==> src/rtl/i2c_scl_pkg.sv <==
`timescale 1ns/1ps
package i2c_scl_pkg;
  typedef enum logic {
    PH_LOW  = 1'b0,
    PH_HIGH = 1'b1
  } scl_phase_e;

  localparam int unsigned N_STROBE = 2;
  localparam int unsigned STB_LAUNCH = 0;
  localparam int unsigned STB_SAMPLE = 1;
endpackage

==> src/rtl/scl_div_cfg.sv <==
`timescale 1ns/1ps
module scl_div_cfg #(
  parameter int unsigned DIV_W = 16,
  parameter int unsigned DLY_W = 16,
  localparam int unsigned HW = DIV_W - 1
) (
  input  logic [DIV_W-1:0]   div_i,
  input  logic [DLY_W-1:0]   fall_dly_i,
  input  logic [DLY_W-1:0]   rise_dly_i,
  output logic [HW-1:0]      half_o,
  output logic [1:0][HW-1:0] dly_eff_o
);
  import i2c_scl_pkg::*;

  localparam int unsigned CW = (DLY_W > HW) ? DLY_W : HW;

  logic [DLY_W-1:0] dly_raw [N_STROBE];

  // LSB dropped; zero half maps to the largest even period
  assign half_o = (div_i[DIV_W-1:1] == '0) ? '1 : div_i[DIV_W-1:1];

  assign dly_raw[STB_LAUNCH] = fall_dly_i;
  assign dly_raw[STB_SAMPLE] = rise_dly_i;

  for (genvar g = 0; g < N_STROBE; g++) begin : g_clamp
    logic [CW-1:0] raw_x;
    logic [CW-1:0] half_x;
    assign raw_x  = CW'(dly_raw[g]);
    assign half_x = CW'(half_o);
    always_comb begin
      if (raw_x == '0)         dly_eff_o[g] = HW'(1);
      else if (raw_x > half_x) dly_eff_o[g] = half_o;
      else                     dly_eff_o[g] = HW'(raw_x);
    end
  end
endmodule

==> src/rtl/scl_phase_gen.sv <==
`timescale 1ns/1ps
module scl_phase_gen #(
  parameter int unsigned HW = 15
) (
  input  logic          clk_i,
  input  logic          rst_ni,
  input  logic          en_i,
  input  logic          hold_i,
  input  logic [HW-1:0] half_i,
  output logic          scl_o,
  output logic          rise_o,
  output logic          fall_o,
  output logic [HW-1:0] cnt_o,
  output logic          adv_o
);
  logic          run_q, scl_q, rise_q, fall_q;
  logic [HW-1:0] cnt_q;
  logic          last, stall;

  assign last  = (cnt_q >= half_i - HW'(1));
  assign stall = hold_i && !scl_q && last;
  assign adv_o = run_q && en_i && !stall;

  always_ff @(posedge clk_i or negedge rst_ni) begin
    if (!rst_ni) begin
      run_q  <= 1'b0;
      scl_q  <= 1'b1;
      cnt_q  <= '0;
      rise_q <= 1'b0;
      fall_q <= 1'b0;
    end else if (!en_i) begin
      run_q  <= 1'b0;
      scl_q  <= 1'b1;
      cnt_q  <= '0;
      rise_q <= 1'b0;
      fall_q <= 1'b0;
    end else if (!run_q) begin
      // first enabled edge starts with SCL falling
      run_q  <= 1'b1;
      scl_q  <= 1'b0;
      cnt_q  <= '0;
      rise_q <= 1'b0;
      fall_q <= 1'b1;
    end else begin
      rise_q <= 1'b0;
      fall_q <= 1'b0;
      if (!stall) begin
        if (last) begin
          scl_q  <= ~scl_q;
          cnt_q  <= '0;
          rise_q <= ~scl_q;
          fall_q <= scl_q;
        end else begin
          cnt_q <= cnt_q + HW'(1);
        end
      end
    end
  end

  assign scl_o  = scl_q;
  assign rise_o = rise_q;
  assign fall_o = fall_q;
  assign cnt_o  = cnt_q;
endmodule

==> src/rtl/scl_strobe_gen.sv <==
`timescale 1ns/1ps
module scl_strobe_gen
  import i2c_scl_pkg::*;
#(
  parameter int unsigned HW    = 15,
  parameter scl_phase_e  LEVEL = PH_LOW
) (
  input  logic          clk_i,
  input  logic          rst_ni,
  input  logic          adv_i,
  input  logic          level_i,
  input  logic [HW-1:0] cnt_i,
  input  logic [HW-1:0] dly_i,
  output logic          strobe_o
);
  logic strobe_q;

  // registered: visible dly_i cycles after the edge cycle
  always_ff @(posedge clk_i or negedge rst_ni) begin
    if (!rst_ni) strobe_q <= 1'b0;
    else         strobe_q <= adv_i && (level_i == logic'(LEVEL)) &&
                             (cnt_i == dly_i - HW'(1));
  end

  assign strobe_o = strobe_q;
endmodule

==> src/rtl/i2c_scl_timer.sv <==
`timescale 1ns/1ps
module i2c_scl_timer #(
  parameter int unsigned DIV_W = 16,
  parameter int unsigned DLY_W = 16
) (
  input  logic             clk_i,
  input  logic             rst_ni,
  input  logic             en_i,
  input  logic             hold_i,
  input  logic [DIV_W-1:0] div_i,
  input  logic [DLY_W-1:0] fall_dly_i,
  input  logic [DLY_W-1:0] rise_dly_i,
  output logic             scl_o,
  output logic             scl_rise_o,
  output logic             scl_fall_o,
  output logic             launch_o,
  output logic             sample_o
);
  import i2c_scl_pkg::*;

  localparam int unsigned HW = DIV_W - 1;

  logic [HW-1:0]         half;
  logic [1:0][HW-1:0]    dly_eff;
  logic [HW-1:0]         cnt;
  logic                  adv;
  logic                  scl;
  logic [N_STROBE-1:0]   strobe;

  scl_div_cfg #(.DIV_W(DIV_W), .DLY_W(DLY_W)) i_cfg (
    .div_i      (div_i),
    .fall_dly_i (fall_dly_i),
    .rise_dly_i (rise_dly_i),
    .half_o     (half),
    .dly_eff_o  (dly_eff)
  );

  scl_phase_gen #(.HW(HW)) i_phase (
    .clk_i  (clk_i),
    .rst_ni (rst_ni),
    .en_i   (en_i),
    .hold_i (hold_i),
    .half_i (half),
    .scl_o  (scl),
    .rise_o (scl_rise_o),
    .fall_o (scl_fall_o),
    .cnt_o  (cnt),
    .adv_o  (adv)
  );

  for (genvar g = 0; g < N_STROBE; g++) begin : g_stb
    scl_strobe_gen #(
      .HW    (HW),
      .LEVEL ((g == STB_LAUNCH) ? PH_LOW : PH_HIGH)
    ) i_stb (
      .clk_i    (clk_i),
      .rst_ni   (rst_ni),
      .adv_i    (adv),
      .level_i  (scl),
      .cnt_i    (cnt),
      .dly_i    (dly_eff[g]),
      .strobe_o (strobe[g])
    );
  end

  assign scl_o    = scl;
  assign launch_o = strobe[STB_LAUNCH];
  assign sample_o = strobe[STB_SAMPLE];
endmodule

==> config.mk <==
export PLATFORM = sky130hd
export DESIGN_NAME = i2c_scl_timer
export DESIGN_NICKNAME = d
export VERILOG_FILES = /design/src/rtl/i2c_scl_pkg.sv /design/src/rtl/scl_div_cfg.sv /design/src/rtl/scl_phase_gen.sv /design/src/rtl/scl_strobe_gen.sv /design/src/rtl/i2c_scl_timer.sv
export SDC_FILE = /design/constraint.sdc
export NUM_CORES = 1
export LEC_CHECK = 0
export ABC_AREA = 1
export BUFFER_PORTS_ARGS = -buffer_cell sky130_fd_sc_hd__buf_2
export CAP_MARGIN = 20
export CORE_MARGIN = 2
export CORE_UTILIZATION = 55
export DETAILED_ROUTE_END_ITERATION = 10
export HOLD_SLACK_MARGIN = 0.03
export PLACE_DENSITY = 0.85
export SETUP_SLACK_MARGIN = 0.05
export SYNTH_ARGS = -nofsm -noshare
export SYNTH_HDL_FRONTEND = slang
export SYNTH_SLANG_ARGS = --single-unit
==> constraint.sdc <==
create_clock -name clk_i -period 5.4 [get_ports clk_i]
set_clock_uncertainty 0.05 [all_clocks]
set_input_delay 1.62 -clock clk_i [delete_from_list [all_inputs] [get_ports clk_i]]
set_output_delay 1.62 -clock clk_i [all_outputs]
set_load 0.005 [all_outputs]
==> summary.md, run 1 <==
| Metric | Value |
|---|---|
| Outcome | `finished, violations left` |
| Failing checks | `negative setup slack` |
| Critical Path Max Stage Delay | `0.29 ns` |
| Worst Path Arrival | `5.76 ns` |
| Startpoint Class | `input port` |
| Clk_lat worst skew | `0.27 ns` |
| Crit path to | `i_phase.cnt_o[13]$_DFFE_PN0P_` |
| Crit Path Class | `input port to flip-flop` |
| Routed length per instance | `15.9 um` |
| Num CTS Buffers | `3` |
| Combinational Power Share | `57.8%` |
| Seq pwr share | `25.4%` |
| Site row count | `32` |
| Clock transition at the registers of the reported paths | `0.08 ns` |
| Slowest cell on the critical path | `ha_1` |
| Die height | `92.6 um` |
| # DRC | `0` |
| Initial DRC Count | `452` |
| Peak VDD IR | `0.135 mV` |
| Post-synth EDFFs | `0` |
| Max Slew Vio Count | `0` |
| Antenna violations before repair | `0` |
| Switching share of power | `43.4%` |
| GRT overflow | `0` |
| Largest area contributor in the netlist | `nand2_1` |
| Layout Nets | `963` |
| Post-DP HPWL | `11800 um` |
| Synth cell count leaders | `nand2_1 (178), inv_1 (103), nand3_1 (92)` |
| Yosys top cell area share | `15.5%` |
| Most common cell in the netlist | `nand2_1` |
| Routing usage on met1 | `42.7%` |
| Maxcap violations | `0` |
| Synth cell types | `43` |
| Mapped cell area | `0.00431 mm2` |
| Placed inst area | `0.00531 mm2` |
| Vias per inst | `5.64` |
| Clock Sinks | `21` |
| CP Capture Type | `flip-flop` |
| Ports | `57` |
| Final WL | `15300 um` |
| Core region area | `0.00765 mm2` |
| Via count | `5451` |
| Worst Hold Path Cells | `1` |
| Yosys warns | `0` |
| Vias in the first global route | `5351` |
| WP depth | `42` |
| CTS max path bufs | `2` |
| Post-synthesis sequential area ratio | `12.2%` |
| Hold_buf cts | `0` |
| Hold crit path type | `flip-flop to flip-flop` |
| Slew @ Worst Pin | `0.500 ns` |
| Synth Area per Inst | `5.98 um2` |
| Largest net degree at the start of global routing | `25` |
| GP Congestion | `0.945` |
| Post-Layout Inst Area | `0.00577 mm2` |
| Synthesized instance count | `721` |
| Area grow syn2layout | `33.8%` |
| Flop2flop setup slack | `2.56 ns` |
| Power per cell area | `111 mW/mm2` |
| Place WS | `-0.572 ns` |
| Htree depth | `1` |
| Worst setup path start | `div_i[2]` |
| Clock Power Share | `16.8%` |
| Unrepaired setup endpoints after global routing | `yes` |
| RR Endpoint | `i_phase.cnt_o[12]$_DFFE_PN0P_` |
| # setup viols final | `15` |
| GRT busiest layer | `met2` |
| Period minus WS final | `5.65 ns` |
| Slew headroom | `66.7%` |
| R2r worst-path depth | `17` |
| Synth Net Count | `818` |
| CTS root buffer | `clkbuf_8` |
| Worst path bufs/invs | `11` |
| Layout cells sized above 1 | `29.7%` |
| Number of synthesized register bits | `21` |
| Async set or reset register ratio after synthesis | `100%` |
| Hold Vio Cnt, Final | `0` |
| Cell Int Power | `0.362 mW` |
| Most frequent CP cell | `nor2_4` |
| Leak | `3.08 nW` |
| Start of the worst register-to-register path | `i_phase.cnt_o[2]$_DFFE_PN0P_` |
| Synth Flop Type | `dfrtp_1` |
| Critical Path RT | `5.51 ns` |
| Crit path max-delay family | `simple AND/OR/NAND/NOR gates` |
| Die Span X | `92.6 um` |
| Overall routing resource usage | `35.1%` |
| # diodes | `0` |
| First-pass GRT wire length | `23900 um` |
| Antenna-violating nets left | `0` |
| Starting Density | `56.4%` |
| Worst-path fanout max | `5` |
| Die area | `0.00857 mm2` |
| Sw Pwr | `0.278 mW` |
| Final worst setup slack | `-0.252 ns` |
| Drt pass-1 iters | `6` |
| M3 GR Usage | `5.21%` |
| Fmax | `177 MHz` |
| Synth area leaders | `nand2_1 (15%), ha_1 (13%), dfrtp_1 (12%)` |
| GRT met2 Usage | `63.6%` |
| Port Buf Inserts | `55` |
| Final worst path period share | `105%` |
| Fin Hold WS | `0.506 ns` |
| CTS tree | `done` |
-- how the worst min path moves through the flow --
stage                                    end  slack [ns]                     startpoint
6_report       i_phase.cnt_o[13]$_DFFE_PN0P_        0.51  i_phase.cnt_o[13]$_DFFE_PN0P_
5_1_grt        i_phase.cnt_o[13]$_DFFE_PN0P_        0.52  i_phase.cnt_o[13]$_DFFE_PN0P_
4_1_cts        i_phase.cnt_o[13]$_DFFE_PN0P_        0.50  i_phase.cnt_o[13]$_DFFE_PN0P_
3_5_place_dp   i_phase.cnt_o[13]$_DFFE_PN0P_        0.49  i_phase.cnt_o[13]$_DFFE_PN0P_
3_3_place_gp       i_phase.scl_o$_DFFE_PN1P_        0.47      i_phase.scl_o$_DFFE_PN1P_
2_1_floorplan  i_phase.cnt_o[13]$_DFFE_PN0P_        0.42  i_phase.cnt_o[13]$_DFFE_PN0P_
-- placed cells by master (no fill, tap or decap), types with 3 or more instances in the layout --
| master | count |
|---|---|
| nand3_1 | 85 |
| nand3_2 | 12 |
| nand2_1 | 171 |
| nor2_2 | 20 |
| nand2_4 | 8 |
| buf_6 | 14 |
| nor2_4 | 9 |
| nor3_1 | 4 |
| o21ai_1 | 5 |
| dfrtp_1 | 20 |
| nor3_4 | 4 |
| o21bai_1 | 3 |
| clkbuf_8 | 3 |
| xnor2_1 | 5 |
| o211ai_1 | 3 |
| nor3_2 | 4 |
| inv_2 | 6 |
| buf_4 | 84 |
| xor2_1 | 19 |
| o21ai_0 | 6 |
| nor2_1 | 71 |
| a21oi_1 | 24 |
| o21ai_2 | 5 |
| a21oi_2 | 7 |
| nand2_2 | 13 |
| buf_2 | 52 |
| inv_1 | 98 |
| ha_1 | 43 |
| nand4_1 | 35 |
-- worst register-to-register path, cell delays in order (launching register included) --
cell,delay [ns]
dfrtp_1,0.52
ha_1,0.39
a21oi_1,0.16
o31ai_1,0.10
nand4_1,0.08
o211ai_1,0.09
nand2_1,0.08
o211ai_1,0.12
nand2_1,0.16
nor2_4,0.07
inv_4,0.09
nand3_4,0.09
nor3_4,0.18
nand2_2,0.11
nor2_4,0.14
nand2_1,0.09
o21ai_1,0.15
a21oi_1,0.06
-- per-layer routing --
metal / vias up / wire length [um]
met2: 266 / 7530
met3: 53 / 1170
met4: 0 / 488
li1: 2659 / -
met1: 2473 / 6140
met5: - / 0
-- metrics by stage --
step / power (mW) / setup TNS (ns) / util, % / instances
6_report: 0.639 / -2.35 / 75.5 / 967
2_1_floorplan: 0.386 / -0.481 / - / 721
3_3_place_gp: 0.494 / -3.90 / 69.4 / 944
5_1_grt: 0.687 / -5.47 / 75.5 / 967
4_1_cts: 0.618 / -0.297 / 72.7 / 962
3_5_place_dp: 0.506 / -5.49 / 69.4 / 944
-- registers in the layout (all words and copies together), names as in the netlist --
signal and count:
g_stb.i_stb.strobe_o 2, i_phase.cnt_o 15, i_phase.fall_o 1, i_phase.rise_o 1, i_phase.run_q 1, i_phase.scl_o 1
-- kinds of logic (layout without fill, tap and decap cells) --
group | count (synthesis) | count (layout) | synth area share (%)
simple gates | 445 | 445 | 49.0
buf+inv | 121 | 265 | 11.3
compound gates | 62 | 62 | 8.12
fa+ha+maj | 45 | 45 | 13.1
xor+xnor | 27 | 27 | 6.29
flops | 21 | 21 | 12.2
-- layout make-up --
cell class                 count  area (um2)
multi-input combinational    579        3560
fill                         609        1880
timing repair buffer         151        1070
sequential                    21         527
inverter                     110         443
tap                          102         128
clock buffer                   4        45.0
-- power by group through the flow --
stage                     Clock (mW)  Sequential [mW]  Combinational [mW]
after CTS                      0.109            0.162               0.347
after global routing           0.116            0.163               0.407
after floorplan                    0            0.165               0.221
after global placement             0            0.165               0.329
final                          0.108            0.162               0.369
after detailed placement           0            0.165               0.340
-- repair_timing --
action | in CTS | in global routing
resized for setup | 27 | 52
endpoints found under the setup margin | 14 | 17
pin swaps | 16 | 26
buffers inserted | 14 | 10
hold endpoints to repair | 0 | 0
Note: power is estimated with default switching activity, not from simulation.
==> run 2, diff against run 1 <==
--- a/config.mk
+++ b/config.mk
@@ -12,8 +12,9 @@
 export CORE_UTILIZATION = 55
 export DETAILED_ROUTE_END_ITERATION = 10
 export HOLD_SLACK_MARGIN = 0.03
-export PLACE_DENSITY = 0.85
+export PLACE_DENSITY = 0.84
 export SETUP_SLACK_MARGIN = 0.05
 export SYNTH_ARGS = -nofsm -noshare
 export SYNTH_HDL_FRONTEND = slang
+export SYNTH_HIERARCHICAL = 1
 export SYNTH_SLANG_ARGS = --single-unit
==> run 2 against run 1 <==
  * The run now ends clean
  * Register-to-register slack improved by 0.13 ns
  * Clock-buffer cell count fell by 1
  * Via count rose by 5.0%
  * Critical path depth fell by 13
  * Global-route usage fell by 6.3 points
  * Area after synthesis rose by 11%
  * Combinational power fell by 2%
  * Wire length fell by 9.2%
  * Die area rose by 11%
  * Flip-flop and latch count did not move
  * First-iteration DRC count fell by 8.6%
  * Sequential power barely moved
  * Critical endpoint is now g_stb[1].i_stb/strobe_o$_DFF_PN0_
  * Largest cell class unchanged
==> summary.md, run 2 <==
| Metric | Value |
|---|---|
| Layout Nets | `1043 (+8.3%)` |
| Setup TNS | `0 ns (+2.35 ns)` |
| Flop2flop setup slack | `2.69 ns (+0.13 ns)` |
| Number of synthesized register bits | `21 (unchanged)` |
| GRT overflow | `0 (unchanged)` |
| Htree depth | `1 (unchanged)` |
| Yosys top cell area share | `19.3% (+3.8 points)` |
| CTS max path bufs | `2 (unchanged)` |
| Hold Vio Cnt, Final | `0 (unchanged)` |
| Num CTS Buffers | `3 (unchanged)` |
| Final non-filler cell total | `1053 (+8.9%)` |
| # diodes | `0 (unchanged)` |
| Worst setup path start | `div_i[10]` |
| GP Congestion | `0.907 (-4.0%)` |
| Post-synth EDFFs | `0 (unchanged)` |
| Worst-path fanout max | `7 (+2)` |
| Commonest cells after routing, fill and taps aside | `nand2_1 (246), inv_1 (104), nor2_1 (94)` |
| Clock Power Share | `16.4% (-0.4 points)` |
| Synth area leaders | `nand2_1 (19%), ha_1 (12%), dfrtp_1 (10%)` |
| Die area | `0.00948 mm2 (+11%)` |
| GRT met2 Usage | `53.1% (-10 points)` |
| Drt pass-1 iters | `7 (+1)` |
| Largest area contributor in the netlist | `nand2_1` |
| Final WL | `13900 um (-9.2%)` |
| Mapped cell area | `0.00479 mm2 (+11%)` |
| Layout cells sized above 1 | `21.7% (-8.0 points)` |
| Overall routing resource usage | `28.7% (-6.3 points)` |
| Hold_buf cts | `0 (unchanged)` |
| Place WS | `-0.0498 ns (+0.522 ns)` |
| M3 GR Usage | `2.66% (-2.5 points)` |
| Routing usage on met1 | `36.2% (-6.5 points)` |
| Starting Density | `55.8% (-0.65 points)` |
| Outcome | `completed` |
| Max Slew Vio Count | `0 (unchanged)` |
| Synth cell types | `38 (-12%)` |
| Period minus WS final | `5.06 ns (-0.596 ns)` |
| Yosys warns | `6 (+6)` |
| Slew headroom | `62.6% (-4.1 points)` |
| Antenna violations before repair | `0 (unchanged)` |
| Seq pwr share | `26.2% (+0.8 points)` |
| Synth Net Count | `931 (+14%)` |
| Area grow syn2layout | `19.3%` |
| CTS tree | `done` |
| Worst Path Arrival | `5.18 ns (-0.58 ns)` |
| Startpoint Class | `input port` |
| Switching share of power | `42.9% (-0.50 points)` |
| Critical Path Max Stage Delay | `0.31 ns (+0.02 ns)` |
| Peak VDD IR | `0.0578 mV (-57%)` |
| Unrepaired setup endpoints after global routing | `no` |
| Antenna-violating nets left | `0 (unchanged)` |
| Combinational Power Share | `57.4% (-0.4 points)` |
| # setup viols final | `0 (-15)` |
| Vias per inst | `5.44 (-3.6%)` |
| Final worst path period share | `93.6% (-11 points)` |
| Port Buf Inserts | `55 (unchanged)` |
| Die height | `97.3 um (+5.2%)` |
| # DRC | `0 (unchanged)` |
| Most frequent CP cell | `nand2_1` |
| Cells after DPL | `1047 (+11%)` |
| Maxcap violations | `0 (unchanged)` |
| Synth cell count leaders | `nand2_1 (246), inv_1 (105), nor2_1 (105)` |
| Most common cell in the netlist | `nand2_1` |
| First-pass GRT wire length | `23100 um (-3.2%)` |
| Die Span X | `97.3 um (+5.2%)` |
| Sw Pwr | `0.270 mW (-2.7%)` |
| HP Start | `i_phase/scl_o$_DFFE_PN1P_` |
| Clock transition at the registers of the reported paths | `0.08 ns (about the same)` |
| Commonest non-fill, non-tap cell in the layout | `nand2_1` |
| Via count | `5725 (+5.0%)` |
| Cell Int Power | `0.359 mW (-0.74%)` |
| Crit Path Class | `input port to flip-flop` |
| Initial DRC Count | `413 (-8.6%)` |
| Post-synthesis sequential area ratio | `11.0% (-1.2 points)` |
| Max reg flops | `15 (unchanged)` |
| Site row count | `34 (+6.3%)` |
| Leak | `3.12 nW (+1.4%)` |
| Synth Area per Inst | `5.75 um2 (-4.0%)` |
| GRT busiest layer | `met2` |
| Ports | `57 (unchanged)` |
| Core region area | `0.00859 mm2 (+12%)` |
| Start of the worst register-to-register path | `i_phase/cnt_o[6]$_DFFE_PN0P_` |
| Vias in the first global route | `5267 (-1.6%)` |
| Slowest cell on the critical path | `ha_1` |
| Fmax | `198 MHz (+12%)` |
| Slew @ Worst Pin | `0.559 ns (+0.0593 ns)` |
| Routed length per instance | `13.2 um (-17%)` |
| Async set or reset register ratio after synthesis | `100% (unchanged)` |
| Final worst setup slack | `0.344 ns (+0.596 ns)` |
| Layout Utilization | `66.6% (-8.9 points)` |
| Largest net degree at the start of global routing | `22 (-12%)` |
| CP Capture Type | `flip-flop` |
| Critical Path RT | `5.53 ns (+0.02 ns)` |
| CTS root buffer | `clkbuf_8` |
| Fin Hold WS | `0.479 ns (-0.0271 ns)` |
| Synth Flop Type | `dfrtp_1` |
| Clk_lat worst skew | `0.26 ns (about the same)` |
| Synthesized instance count | `834 (+16%)` |
| Power per cell area | `110 mW/mm2 (-0.72%)` |
| Clock Sinks | `21 (unchanged)` |
| Hold crit path type | `flip-flop to flip-flop` |
| Post-DP HPWL | `11000 um (-7.0%)` |
run 2: changes by cell type after synthesis, sizes merged, moves of 3 or more:
cell,change
or2,+3
nand2,+63
nor2,+37
nor4,+7
xor2,+12
a21oi,+16
xnor2,+9
buf,+8
o211ai,-3
nand3,-23
clkbuf,-4
nand4,-16
run 2: path summary, 6_finish.rpt:
check,to,depth (start not counted)
min in group asynchronous,i_phase/fall_o$_DFF_PN0_,1
max in group asynchronous,i_phase/scl_o$_DFFE_PN1P_,1
hold / removal,i_phase/scl_o$_DFFE_PN1P_,2
setup / recovery,g_stb[1].i_stb/strobe_o$_DFF_PN0_,29
setup reg to reg,g_stb[1].i_stb/strobe_o$_DFF_PN0_,16
hold reg to reg,i_phase/scl_o$_DFFE_PN1P_,2
run 2: final cells by class:
type	instances	area, um2
Timing Repair Buffer	121	771
Multi-Input combinational cell	686	3810
Sequential cell	21	527
Fill cell	793	2870
Tap cell	108	135
Clock inverter	1	5.00
Inverter	112	427
Timing Repair inverter	1	7.51
Clock buffer	3	41.3
run 2: repair_timing:
item | CTS | global route
setup endpoints to repair | 0 | 2
resized for setup | 0 | 23
buffers inserted | 0 | 1
run 2: critical path: cells and delay by family:
kind                       cells  cell delay (ns)
AOI/OAI and AO/OA              1             0.14
xor gates and xnor gates       1             0.18
adders and majority gates      2             0.50
buffers and inverters          4             0.40
and+or+nand+nor               21             2.33
run 2: routing by layer:
layer,wire [um],part of all wire [%]
met2,6990,50
met3,891,6.4
met1,5890,42
met5,0,0
met4,146,1.0
run 2: power groups by stage:
| stage | logic, mW | registers (mW) | clock network, mW |
|---|---|---|---|
| 2_1_floorplan | 0.236 | 0.166 | 0 |
| 3_3_place_gp | 0.342 | 0.167 | 0 |
| 3_5_place_dp | 0.350 | 0.168 | 0 |
| 4_1_cts | 0.352 | 0.164 | 0.105 |
| 5_1_grt | 0.407 | 0.165 | 0.114 |
| 6_report | 0.361 | 0.165 | 0.103 |
run 2: logic make-up (layout without fill, tap and decap cells):
family	after synthesis	count (layout)	synth area share [%]
simple gates	519	519	48.9
buf+inv	127	238	11.2
compound gates	76	76	8.75
xor+xnor	46	46	8.41
fa+ha+maj	45	45	11.7
flops	21	21	11.0
run 2: stage by stage:
stage / power, mW / cell area (um2)
after global routing: 0.685 / 5720
after CTS: 0.621 / 5620
final: 0.629 / 5720
after floorplan: 0.402 / 4790
after detailed placement: 0.517 / 5580
after global placement: 0.509 / 5580
